===== src/rtl/spi_ee_pkg.sv =====
package spi_ee_pkg;

   // Command codes; the values are fixed by the serial protocol.
   localparam logic [7:0] CMD_STAT_WR = 8'h01;
   localparam logic [7:0] CMD_STORE   = 8'h02;
   localparam logic [7:0] CMD_FETCH   = 8'h03;
   localparam logic [7:0] CMD_WEL_CLR = 8'h04;
   localparam logic [7:0] CMD_STAT_RD = 8'h05;
   localparam logic [7:0] CMD_WEL_SET = 8'h06;

   typedef enum logic [3:0] {
      PH_CMD,
      PH_ADR_HI,
      PH_ADR_LO,
      PH_STORE,
      PH_FETCH,
      PH_STAT_OUT,
      PH_STAT_IN,
      PH_QUIET,
      PH_LOCKED
   } phase_e;

endpackage


===== src/rtl/spi_ee_sync.sv =====
module spi_ee_sync #(
   parameter int         N       = 4,
   parameter int         STAGES  = 2,
   parameter logic [N-1:0] RST_VAL = '0
) (
   input  logic         clk,
   input  logic         rst_n,
   input  logic [N-1:0] din,
   output logic [N-1:0] dout
);

   if (STAGES < 2) begin : g_bad_stages
      $error("spi_ee_sync needs at least two stages");
   end

   logic [N-1:0] chain [STAGES];

   always_ff @(posedge clk or negedge rst_n) begin
      if (!rst_n) chain[0] <= RST_VAL;
      else        chain[0] <= din;
   end

   for (genvar s = 1; s < STAGES; s++) begin : g_stage
      always_ff @(posedge clk or negedge rst_n) begin
         if (!rst_n) chain[s] <= RST_VAL;
         else        chain[s] <= chain[s-1];
      end
   end

   assign dout = chain[STAGES-1];

endmodule


===== src/rtl/spi_ee_rx.sv =====
module spi_ee_rx (
   input  logic       clk,
   input  logic       rst_n,
   input  logic       sck_s,
   input  logic       cs_n_s,
   input  logic       si_s,
   input  logic       hold_n_s,
   output logic       paused,
   output logic       shift_fall,
   output logic       byte_done,
   output logic [7:0] byte_val
);

   logic       sck_q;
   logic [2:0] bit_cnt;
   logic [6:0] shreg;
   logic       act_rise;

   always_ff @(posedge clk or negedge rst_n) begin
      if (!rst_n) sck_q <= 1'b0;
      else        sck_q <= sck_s;
   end

   // The pause state may only change while the serial clock is low.
   always_ff @(posedge clk or negedge rst_n) begin
      if (!rst_n)      paused <= 1'b0;
      else if (cs_n_s) paused <= 1'b0;
      else if (!sck_s) paused <= !hold_n_s;
   end

   assign act_rise   = sck_s & ~sck_q & ~cs_n_s & ~paused;
   assign shift_fall = ~sck_s & sck_q & ~cs_n_s & ~paused;

   always_ff @(posedge clk or negedge rst_n) begin
      if (!rst_n) begin
         bit_cnt   <= '0;
         shreg     <= '0;
         byte_done <= 1'b0;
         byte_val  <= '0;
      end else if (cs_n_s) begin
         bit_cnt   <= '0;
         byte_done <= 1'b0;
      end else if (act_rise) begin
         shreg     <= {shreg[5:0], si_s};
         bit_cnt   <= bit_cnt + 3'd1;
         byte_done <= (bit_cnt == 3'd7);
         byte_val  <= {shreg, si_s};
      end else begin
         byte_done <= 1'b0;
      end
   end

   // a paused frame keeps its bit position
   p_hold_freeze_r10: assert property (@(posedge clk) disable iff (!rst_n)
      (paused && !cs_n_s) |=> (cs_n_s || $stable(bit_cnt)));

endmodule


===== src/rtl/spi_ee_ctrl.sv =====
module spi_ee_ctrl
   import spi_ee_pkg::*;
#(
   parameter int ADDR_W = 12,
   parameter int PAGE_W = 5
) (
   input  logic              clk,
   input  logic              rst_n,
   input  logic              cs_n_s,
   input  logic              paused,
   input  logic              shift_fall,
   input  logic              byte_done,
   input  logic [7:0]        byte_val,
   input  logic [7:0]        mem_rdata,
   input  logic [7:0]        stat_rdata,
   input  logic              wr_busy,
   output logic              so,
   output logic              so_oe,
   output logic [ADDR_W-1:0] mem_addr,
   output logic              mem_rd,
   output logic              mem_wr,
   output logic [7:0]        mem_wdata,
   output logic              stat_wr,
   output logic [7:0]        stat_wdata,
   output logic              wel_set,
   output logic              wel_clr
);

   localparam int HI_W = ADDR_W - 8;

   if (ADDR_W < 9 || ADDR_W > 16) begin : g_bad_aw
      $error("spi_ee_ctrl: ADDR_W must lie in 9..16");
   end
   if (PAGE_W < 1 || PAGE_W >= ADDR_W) begin : g_bad_pw
      $error("spi_ee_ctrl: PAGE_W must lie in 1..ADDR_W-1");
   end

   phase_e            phase;
   logic              is_fetch;
   logic              wr_seen;
   logic              load_pend;
   logic [7:0]        txsh;
   logic [ADDR_W-1:0] addr;

   function automatic logic [ADDR_W-1:0] page_next(input logic [ADDR_W-1:0] a);
      logic [PAGE_W-1:0] lo;
      lo = a[PAGE_W-1:0] + PAGE_W'(1);
      return {a[ADDR_W-1:PAGE_W], lo};
   endfunction

   always_ff @(posedge clk or negedge rst_n) begin
      if (!rst_n) begin
         phase      <= PH_CMD;
         is_fetch   <= 1'b0;
         wr_seen    <= 1'b0;
         load_pend  <= 1'b0;
         txsh       <= '1;
         so         <= 1'b0;
         addr       <= '0;
         mem_rd     <= 1'b0;
         mem_wr     <= 1'b0;
         mem_wdata  <= '0;
         stat_wr    <= 1'b0;
         stat_wdata <= '0;
         wel_set    <= 1'b0;
         wel_clr    <= 1'b0;
      end else begin
         mem_rd    <= 1'b0;
         mem_wr    <= 1'b0;
         stat_wr   <= 1'b0;
         wel_set   <= 1'b0;
         wel_clr   <= 1'b0;
         load_pend <= mem_rd;
         if (cs_n_s) begin
            phase     <= PH_CMD;
            load_pend <= 1'b0;
         end else begin
            if (shift_fall) begin
               so   <= txsh[7];
               txsh <= {txsh[6:0], 1'b1};
            end
            if (load_pend) txsh <= mem_rdata;
            if (byte_done) begin
               unique case (phase)
                  PH_CMD: begin
                     case (byte_val)
                        CMD_WEL_SET: begin wel_set <= 1'b1; phase <= PH_QUIET; end
                        CMD_WEL_CLR: begin wel_clr <= 1'b1; phase <= PH_QUIET; end
                        CMD_STAT_RD: begin
                           txsh  <= wr_busy ? 8'hFF : stat_rdata;
                           phase <= PH_STAT_OUT;
                        end
                        CMD_STAT_WR: phase <= PH_STAT_IN;
                        CMD_FETCH:   begin is_fetch <= 1'b1; phase <= PH_ADR_HI; end
                        CMD_STORE:   begin is_fetch <= 1'b0; phase <= PH_ADR_HI; end
                        default:     phase <= PH_LOCKED;
                     endcase
                  end
                  PH_ADR_HI: begin
                     addr[ADDR_W-1:8] <= byte_val[HI_W-1:0];
                     phase            <= PH_ADR_LO;
                  end
                  PH_ADR_LO: begin
                     addr[7:0] <= byte_val;
                     wr_seen   <= 1'b0;
                     if (is_fetch) begin
                        mem_rd <= 1'b1;
                        phase  <= PH_FETCH;
                     end else begin
                        phase  <= PH_STORE;
                     end
                  end
                  PH_FETCH: begin
                     addr   <= addr + ADDR_W'(1);
                     mem_rd <= 1'b1;
                  end
                  PH_STORE: begin
                     if (wr_seen) addr <= page_next(addr);
                     wr_seen   <= 1'b1;
                     mem_wr    <= 1'b1;
                     mem_wdata <= byte_val;
                  end
                  PH_STAT_IN: begin
                     stat_wr    <= 1'b1;
                     stat_wdata <= byte_val;
                     phase      <= PH_QUIET;
                  end
                  PH_STAT_OUT: txsh <= wr_busy ? 8'hFF : stat_rdata;
                  default: ;
               endcase
            end
         end
      end
   end

   assign mem_addr = addr;
   assign so_oe    = !cs_n_s && !paused &&
                     (phase == PH_FETCH || phase == PH_STAT_OUT);

   // never two requests in one cycle
   p_one_req_r2: assert property (@(posedge clk) disable iff (!rst_n)
      $onehot0({mem_rd, mem_wr, stat_wr, wel_set, wel_clr}));

   // each further fetched byte reads the next address
   p_fetch_step_r4: assert property (@(posedge clk) disable iff (!rst_n)
      (byte_done && phase == PH_FETCH && !cs_n_s)
      |=> (mem_rd && mem_addr == $past(mem_addr) + ADDR_W'(1)));

   // stores never leave their page
   p_page_keep_r6: assert property (@(posedge clk) disable iff (!rst_n)
      (byte_done && phase == PH_STORE && !cs_n_s)
      |=> (mem_wr && mem_addr[ADDR_W-1:PAGE_W] == $past(mem_addr[ADDR_W-1:PAGE_W])));

   // a locked frame stays silent
   p_locked_quiet_r8: assert property (@(posedge clk) disable iff (!rst_n)
      (phase == PH_LOCKED) |-> (!so_oe && !mem_rd && !mem_wr && !stat_wr));

   // no request follows a deselected cycle
   p_idle_noreq_r9: assert property (@(posedge clk) disable iff (!rst_n)
      cs_n_s |=> (!mem_rd && !mem_wr && !stat_wr && !wel_set && !wel_clr));

endmodule


===== src/rtl/spi_ee_front.sv =====
module spi_ee_front #(
   parameter int ADDR_W      = 12,
   parameter int PAGE_W      = 5,
   parameter int SYNC_STAGES = 2
) (
   input  logic              clk,
   input  logic              rst_n,
   input  logic              spi_sck,
   input  logic              spi_cs_n,
   input  logic              spi_si,
   input  logic              spi_hold_n,
   output logic              spi_so,
   output logic              spi_so_oe,
   output logic [ADDR_W-1:0] mem_addr,
   output logic              mem_rd,
   input  logic [7:0]        mem_rdata,
   output logic              mem_wr,
   output logic [7:0]        mem_wdata,
   output logic              stat_wr,
   output logic [7:0]        stat_wdata,
   input  logic [7:0]        stat_rdata,
   input  logic              wr_busy,
   output logic              wel_set,
   output logic              wel_clr
);

   // pin order inside the synchroniser: {pause, data in, select, clock}
   localparam logic [3:0] PIN_RST = 4'b1010;

   logic [3:0] pins_s;
   logic       paused;
   logic       shift_fall;
   logic       byte_done;
   logic [7:0] byte_val;

   spi_ee_sync #(.N(4), .STAGES(SYNC_STAGES), .RST_VAL(PIN_RST)) u_sync (
      .clk  (clk),
      .rst_n(rst_n),
      .din  ({spi_hold_n, spi_si, spi_cs_n, spi_sck}),
      .dout (pins_s)
   );

   spi_ee_rx u_rx (
      .clk       (clk),
      .rst_n     (rst_n),
      .sck_s     (pins_s[0]),
      .cs_n_s    (pins_s[1]),
      .si_s      (pins_s[2]),
      .hold_n_s  (pins_s[3]),
      .paused    (paused),
      .shift_fall(shift_fall),
      .byte_done (byte_done),
      .byte_val  (byte_val)
   );

   spi_ee_ctrl #(.ADDR_W(ADDR_W), .PAGE_W(PAGE_W)) u_ctrl (
      .clk       (clk),
      .rst_n     (rst_n),
      .cs_n_s    (pins_s[1]),
      .paused    (paused),
      .shift_fall(shift_fall),
      .byte_done (byte_done),
      .byte_val  (byte_val),
      .mem_rdata (mem_rdata),
      .stat_rdata(stat_rdata),
      .wr_busy   (wr_busy),
      .so        (spi_so),
      .so_oe     (spi_so_oe),
      .mem_addr  (mem_addr),
      .mem_rd    (mem_rd),
      .mem_wr    (mem_wr),
      .mem_wdata (mem_wdata),
      .stat_wr   (stat_wr),
      .stat_wdata(stat_wdata),
      .wel_set   (wel_set),
      .wel_clr   (wel_clr)
   );

   // quiet out of reset
   p_reset_quiet_r11: assert property (@(posedge clk)
      $rose(rst_n) |-> (!spi_so_oe && !mem_rd && !mem_wr && !stat_wr));

endmodule


===== config.mk =====
export PLATFORM = sky130hd
export DESIGN_NAME = spi_ee_front
export DESIGN_NICKNAME = d
export VERILOG_FILES = /design/src/rtl/spi_ee_pkg.sv /design/src/rtl/spi_ee_sync.sv /design/src/rtl/spi_ee_rx.sv /design/src/rtl/spi_ee_ctrl.sv /design/src/rtl/spi_ee_front.sv
export SDC_FILE = /design/constraint.sdc
export NUM_CORES = 1
export LEC_CHECK = 0
export ABC_AREA = 1
export BUFFER_PORTS_ARGS = -buffer_cell sky130_fd_sc_hd__buf_4
export CAP_MARGIN = 20
export CORE_AREA = 3 3 173 91
export DETAILED_ROUTE_END_ITERATION = 8
export DIE_AREA = 0 0 176 94
export PLACE_DENSITY_LB_ADDON = 0.3
export SETUP_SLACK_MARGIN = 0.15
export SYNTH_ARGS = -nofsm -noshare
export SYNTH_HDL_FRONTEND = slang
export SYNTH_SLANG_ARGS = --single-unit

===== constraint.sdc =====
create_clock -name clk -period 1.9 [get_ports clk]
set_clock_uncertainty 0.15 [all_clocks]
set_input_delay 0.38 -clock clk [delete_from_list [all_inputs] [get_ports clk]]
set_output_delay 0.38 -clock clk [all_outputs]
set_load 0.01 [all_outputs]

# Word level (Yosys, flattened, before mapping)
# Index checks and enable logic that the tools add are counted.
# classes
n_eq_ne	15
addsub	3
n_reduce_logical	27
multipliers	0
magnitude_cmp	0
shift	0
mux	41
bitwise_logic	11
div	0
# op_table
op	count
8-bit two-way mux	5
4-bit one-hot mux with 4 select lines	2
8-bit by 3-bit equality test with 1-bit output, second input constant	3
8-bit one-hot mux with 3 select lines	1
1-bit two-way mux	22
8-bit by 2-bit equality test with 1-bit output, second input constant	2
8-bit one-hot mux with 2 select lines	1
4-bit AND reduction	4
12-bit by 1-bit adder with 12-bit output, second input constant	1
4-bit by 3-bit equality test with 1-bit output, second input constant	3
4-bit one-hot mux with 3 select lines	1
2-bit nonzero test	6
3-bit two-way mux	3
3-bit AND reduction	3
4-bit by 2-bit equality test with 1-bit output, second input constant	2
8-bit by 1-bit equality test with 1-bit output, second input constant	1
4-bit two-way mux	2
1-bit bitwise AND	6
1-bit one-hot mux with 2 select lines	3
2-bit AND reduction	3
5-bit by 1-bit adder with 5-bit output, second input constant	1
5-bit two-way mux	1
1-bit NOT	5
5-bit nonzero test	1
10 further kinds	15
# totals
inputBits	23
mem_bits_ro	0
out_inout_bits	35
regBits	78
latchBits	0
word_cells	121
mem_bits_rw	0
mem_count	0

# Depth between registers and ports, before layout
# logic_depth
ltp_word	9
depth_mapped	10

# Hierarchy
# From an unflattened synthesis, not the netlist that was laid out.
# unflattened
cells_unflattened	521
area_unflattened_um2	3866.2
# by_module_without_submodules
mod	n_inst	area_per_inst_um2	cells_each
spi_ee_ctrl	1	3019.1	446
spi_ee_rx	1	611.8	63
spi_ee_sync	1	235.2	12

# Worst setup path after synthesis
# No wires, ideal clock.
# synth_path
path_type	register -> register
from	register u_ctrl.addr[0] (netlist: u_ctrl.mem_addr[0])
to	register u_ctrl.addr[6] (netlist: u_ctrl.mem_addr[6])
setup_slack_ns	0.376
arrival_time_ns	1.296
stages_incl_launch_ff	8
n_path_buf	0
t_required_ns	1.673
setup_ns	0.077
path_cell_list	dfrtp_1 -> ha_1 -> nand2_1 -> nor2_2 -> nand2_1 -> o21bai_1 -> nand3_1 -> a21oi_1
# synth_between
elab_chain_len	2
# synth_lines
item	line	rtl
start: declaration	spi_ee_ctrl.sv:43	logic [ADDR_W-1:0] addr;
start signal: indexed assignment	spi_ee_ctrl.sv:100	addr[ADDR_W-1:8] <= byte_val[HI_W-1:0];
start signal: assignment	spi_ee_ctrl.sv:104	addr[7:0] <= byte_val;
start signal: assignment	spi_ee_ctrl.sv:114	addr <= addr + ADDR_W'(1);
12-bit by 1-bit adder with 12-bit output	spi_ee_ctrl.sv:114	
8-bit one-hot mux with 3 select lines	spi_ee_ctrl.sv:84	unique case (phase)
# Every way passes these cells.
# A chain may end at the register's enable or synchronous reset.

# Final worst setup path
# layout_path
from	register u_sync.chain (netlist bit u_sync.dout[1])
to	output port spi_so_oe
# layout_between
elab_chain_len	3
# layout_lines
item	line	rtl
start: declaration	spi_ee_sync.sv:16	logic [N-1:0] chain [STAGES];
start signal: indexed assignment	spi_ee_sync.sv:26	else chain[s] <= chain[s-1];
1-bit logical NOT	spi_ee_ctrl.sv:137	assign so_oe = !cs_n_s && !paused &&
1-bit logical AND (2 in a row)	spi_ee_ctrl.sv:137	
end: declaration	spi_ee_front.sv:13	output logic spi_so_oe,
# Every way passes these cells.

==> impl_metrics.csv <==
group,metric,value,unit
global_route,antenna_found_initial,0,
synthesis,seq_area_frac_synth,50.6,%
critical_path,crit_buf_inv,1,
critical_path,crit_required,1370,ps
clock_network,clk_pin_slew_worst_paths,60,ps
floorplan,die_x,176,microns
clock_network,cts_root_buf,"clkbuf_16",
critical_path,cp-end-kind,"primary output",
floorplan,core-area,0.0143,sq mm
pwr,seq_power_share,43.2,%
min_path,holdPathEnd,"u_ctrl.txsh[1]",
pwr,swShare,27.2,%
global_route,grt_use_total,11.8,%
layout,instances_no_fill,722,
synthesis,syn_inst,433,
sta,hold_violations,0,
routing,dr_total_vias,3102,
floorplan,num_rows,31,
job,maxCapViolCount,0,
sta,drv_slew,0,
pwr,powerDensity,815,mW/mm^2
routing,ant_nets,0,
place,numPortBuffers,57,
sta,worst_pin_slew,434,ps
critical_path,critPathMaxStageDelay,560,ps
sta,setup_violations,0,
global_route,grt_max_degree,30,
status,status,"complete, no violations",
pwr,switchingPower,0.00106,W
critical_path,reg2reg_slack,220,ps
pwr,vdd_drop_max,449,uV
critical_path,path_class,"flop to primary output",
floorplan,dieArea,0.0165,sq mm
min_path,hold_path.class,"primary input to flop",
synthesis,avgSynthCellArea,8.17,sq um
pwr,pwr-share-clk,43.6,%
layout,area_delta_synth_final,35.5,%
clock_network,cts_sinks,71,
min_path,holdPathStages,3,
place,place.gp.congestion,0.826,
routing,vias_per_cell,4.30,
critical_path,r2r-end,"u_ctrl.mem_addr[2]",
global_route,grt_pass1_vias,3005,
floorplan,io_pins,58,
routing,drc,0,
place,hpwl,6840,microns
critical_path,cp_slowest_cell,"dfstp_2",
pwr,leakagePower,2.21,nW
sta,min_period_over_period,90.4,%
synthesis,yosysWarningCount,0,
sta,hold_ws,178,ps
layout,fill_cells,1477,
synthesis,postSynthNetCount,459,
layout,fin_util,33.5,%
pwr,p_int,0.00284,W
sta,fin_tns_setup,0,ps
sta,slew_headroom,70.8,%
clock_network,cts_tree,"done",
place,post-place-cells,691,
pwr,combPwrFrac,13.1,%
clock_network,h-tree-depth,3,
clock_network,clk_latency,340,ps
global_route,grt_pass1_wl,15600,microns
synthesis,ys_seq_elements,71,
critical_path,crit_path_start_kind,"flop",
layout,layout-drive-gt1-share,30.7,%
pwr,p_total,0.00391,W
critical_path,worstPathCellList,"nor2_4, and3_4, buf_6",
routing,routed_wl,9390,microns
layout,antenna_cells,0,
routing,dr.pass1.iters,4,
floorplan,initial_utilization,24.7,%
routing,wl_per_cell,13.0,microns
sta,grt_setup_unrepaired,"true",
synthesis,syn-cell-area,0.00354,sq mm
sta,fin_crit,1720,ps
layout,nets,545,
synthesis,synth_cell_types,36,
critical_path,r2r_cells,9,
critical_path,cp_max_fo,2,
global_route,overflow,0,
clock_network,numCtsBuffers,9,
critical_path,r2r-start,"u_sync.dout[1]",
sta,max_freq,582,MHz
clock_network,cts_max_path_buffers,2,
routing,drt_iter0_drc,238,
critical_path,critPathTopFamily,"flip-flops",
floorplan,die_h,94,microns
critical_path,arrival,1190,ps
min_path,min_from,"stat_rdata[1]",
metal layers:
layer  share of wire [%]  track usage, %  routed length [microns]
met5                   0               0                        0
met4                0.84            2.96                       79
met3                 5.4            4.04                      509
met2                  46            18.4                     4300
met1                  48            15.7                     4500
flip-flops by register name, indices dropped and copies added, names as in the netlist, 2 cells and up:
signal             cells
u_sync.chain           4
u_ctrl.stat_wdata      8
u_rx.shreg             6
u_ctrl.txsh            8
u_sync.dout            4
u_ctrl.mem_wdata       8
u_ctrl.mem_addr       12
u_ctrl.phase           4
u_rx.byte_val          2
u_rx.bit_cnt           3
synthesized netlist by cell type, drive strengths merged:
cell     instances  area (sq um)
nor3             3          15.0
xor2             1          8.76
o31ai            1          7.51
nand3           37           195
ha               3          37.5
o21bai           1          7.51
and2             1          6.26
o21a             1          7.51
a31oi            5          31.3
a22o             2          17.5
nor2            46           203
dfstp           12           315
inv             47           176
o21ai           46           272
dfrtp           59          1480
clkbuf           4          15.0
nand4            5          31.3
o22ai            1          6.26
nor4             2          12.5
and3             1          6.26
a21oi           13          76.3
o2111ai          6          52.6
buf              4          25.0
o211ai           1          7.51
nand2          129           517
or2              2          12.5
worst max path at each step:
stage | slack, ps | endpoint | cells past startpoint | startpoint
after floorplan | 380 | u_ctrl.mem_addr[6] | 7 | u_ctrl.mem_addr[0]
after global placement | 170 | u_ctrl.mem_addr[9] | 7 | u_sync.dout[1]
after detailed placement | 180 | u_ctrl.mem_addr[9] | 7 | u_sync.dout[1]
after CTS | 150 | u_ctrl.mem_addr[2] | 7 | u_ctrl.phase[2]
final | 180 | spi_so_oe | 3 | u_sync.dout[1]
after global routing | 100 | u_ctrl.phase[2] | 10 | u_ctrl.phase[0]
metrics by stage:
step / setup WS [ps] / cell area, sq um
3_5_place_dp: 178 / 4270
5_1_grt: 98.0 / 4790
6_report: 183 / 4790
4_1_cts: 145 / 4670
2_1_floorplan: 376 / 3540
3_3_place_gp: 175 / 4270
cells in the final DEF (no fill, tap or decap), types with 2 or more instances in the layout:
cell type / Yosys / routed
a21oi_1: 12 / 12
a22o_1: 2 / 2
a31oi_1: 5 / 5
buf_12: 0 / 2
buf_4: 2 / 75
clkbuf_16: 0 / 9
clkinvlp_4: 0 / 3
dfrtp_1: 59 / 57
dfrtp_2: 0 / 2
dfstp_2: 12 / 12
dlygate4sd3_1: 0 / 5
ha_1: 3 / 3
inv_1: 32 / 31
inv_2: 15 / 14
inv_4: 0 / 2
nand2_1: 122 / 117
nand2_2: 4 / 7
nand2_4: 3 / 4
nand3_1: 35 / 35
nand4_1: 5 / 5
nor2_1: 38 / 37
nor2_2: 6 / 4
nor2_4: 2 / 5
nor3_1: 3 / 3
nor4_1: 2 / 2
o2111ai_1: 6 / 6
o21ai_0: 20 / 20
o21ai_1: 15 / 15
o21ai_2: 11 / 9
o21ai_4: 0 / 2
or2_2: 2 / 2
cell type report:
cell class	count	area [sq um]	share of cell area (%)
timing repair buffer	83	664	13.9
clock inverter	6	70.1	1.46
sequential	71	1790	37.4
inverter	47	181	3.78
multi-input combinational	307	1610	33.5
clock buffer	10	229	4.78
tap	198	248	5.17
worst min-delay path, delay by kind of cell:
kind,cells,cell delay (ps)
simple gates,1,80
compound gates,1,90
buf+inv,1,80
what timing repair did:
action,CTS,global route
gates cloned,0,0
pin swaps,3,4
setup endpoints to repair,1,33
gates resized for setup,4,20
hold buffers,5,0
buffers inserted,6,4
endpoints found under the hold margin,20,0
logic make-up after synthesis:
family | synth area share, %
AND/OR/NAND/NOR | 28.2
AO/OA/AOI/OAI | 13.7
flip-flops | 50.6
buffers and inverters | 6.12
adder cells (fa/ha/maj) | 1.06
XOR/XNOR | 0.248
power by group through the flow:
stage | Clock [W] | Sequential, W | Combinational (W)
after floorplan | 0 | 0.00170 | 0.000288
after global placement | 0 | 0.00172 | 0.000487
after detailed placement | 0 | 0.00172 | 0.000494
after CTS | 0.00175 | 0.00169 | 0.000511
after global routing | 0.00180 | 0.00170 | 0.000596
final | 0.00171 | 0.00169 | 0.000513
No activity file was read; power rests on OpenSTA's default activity.
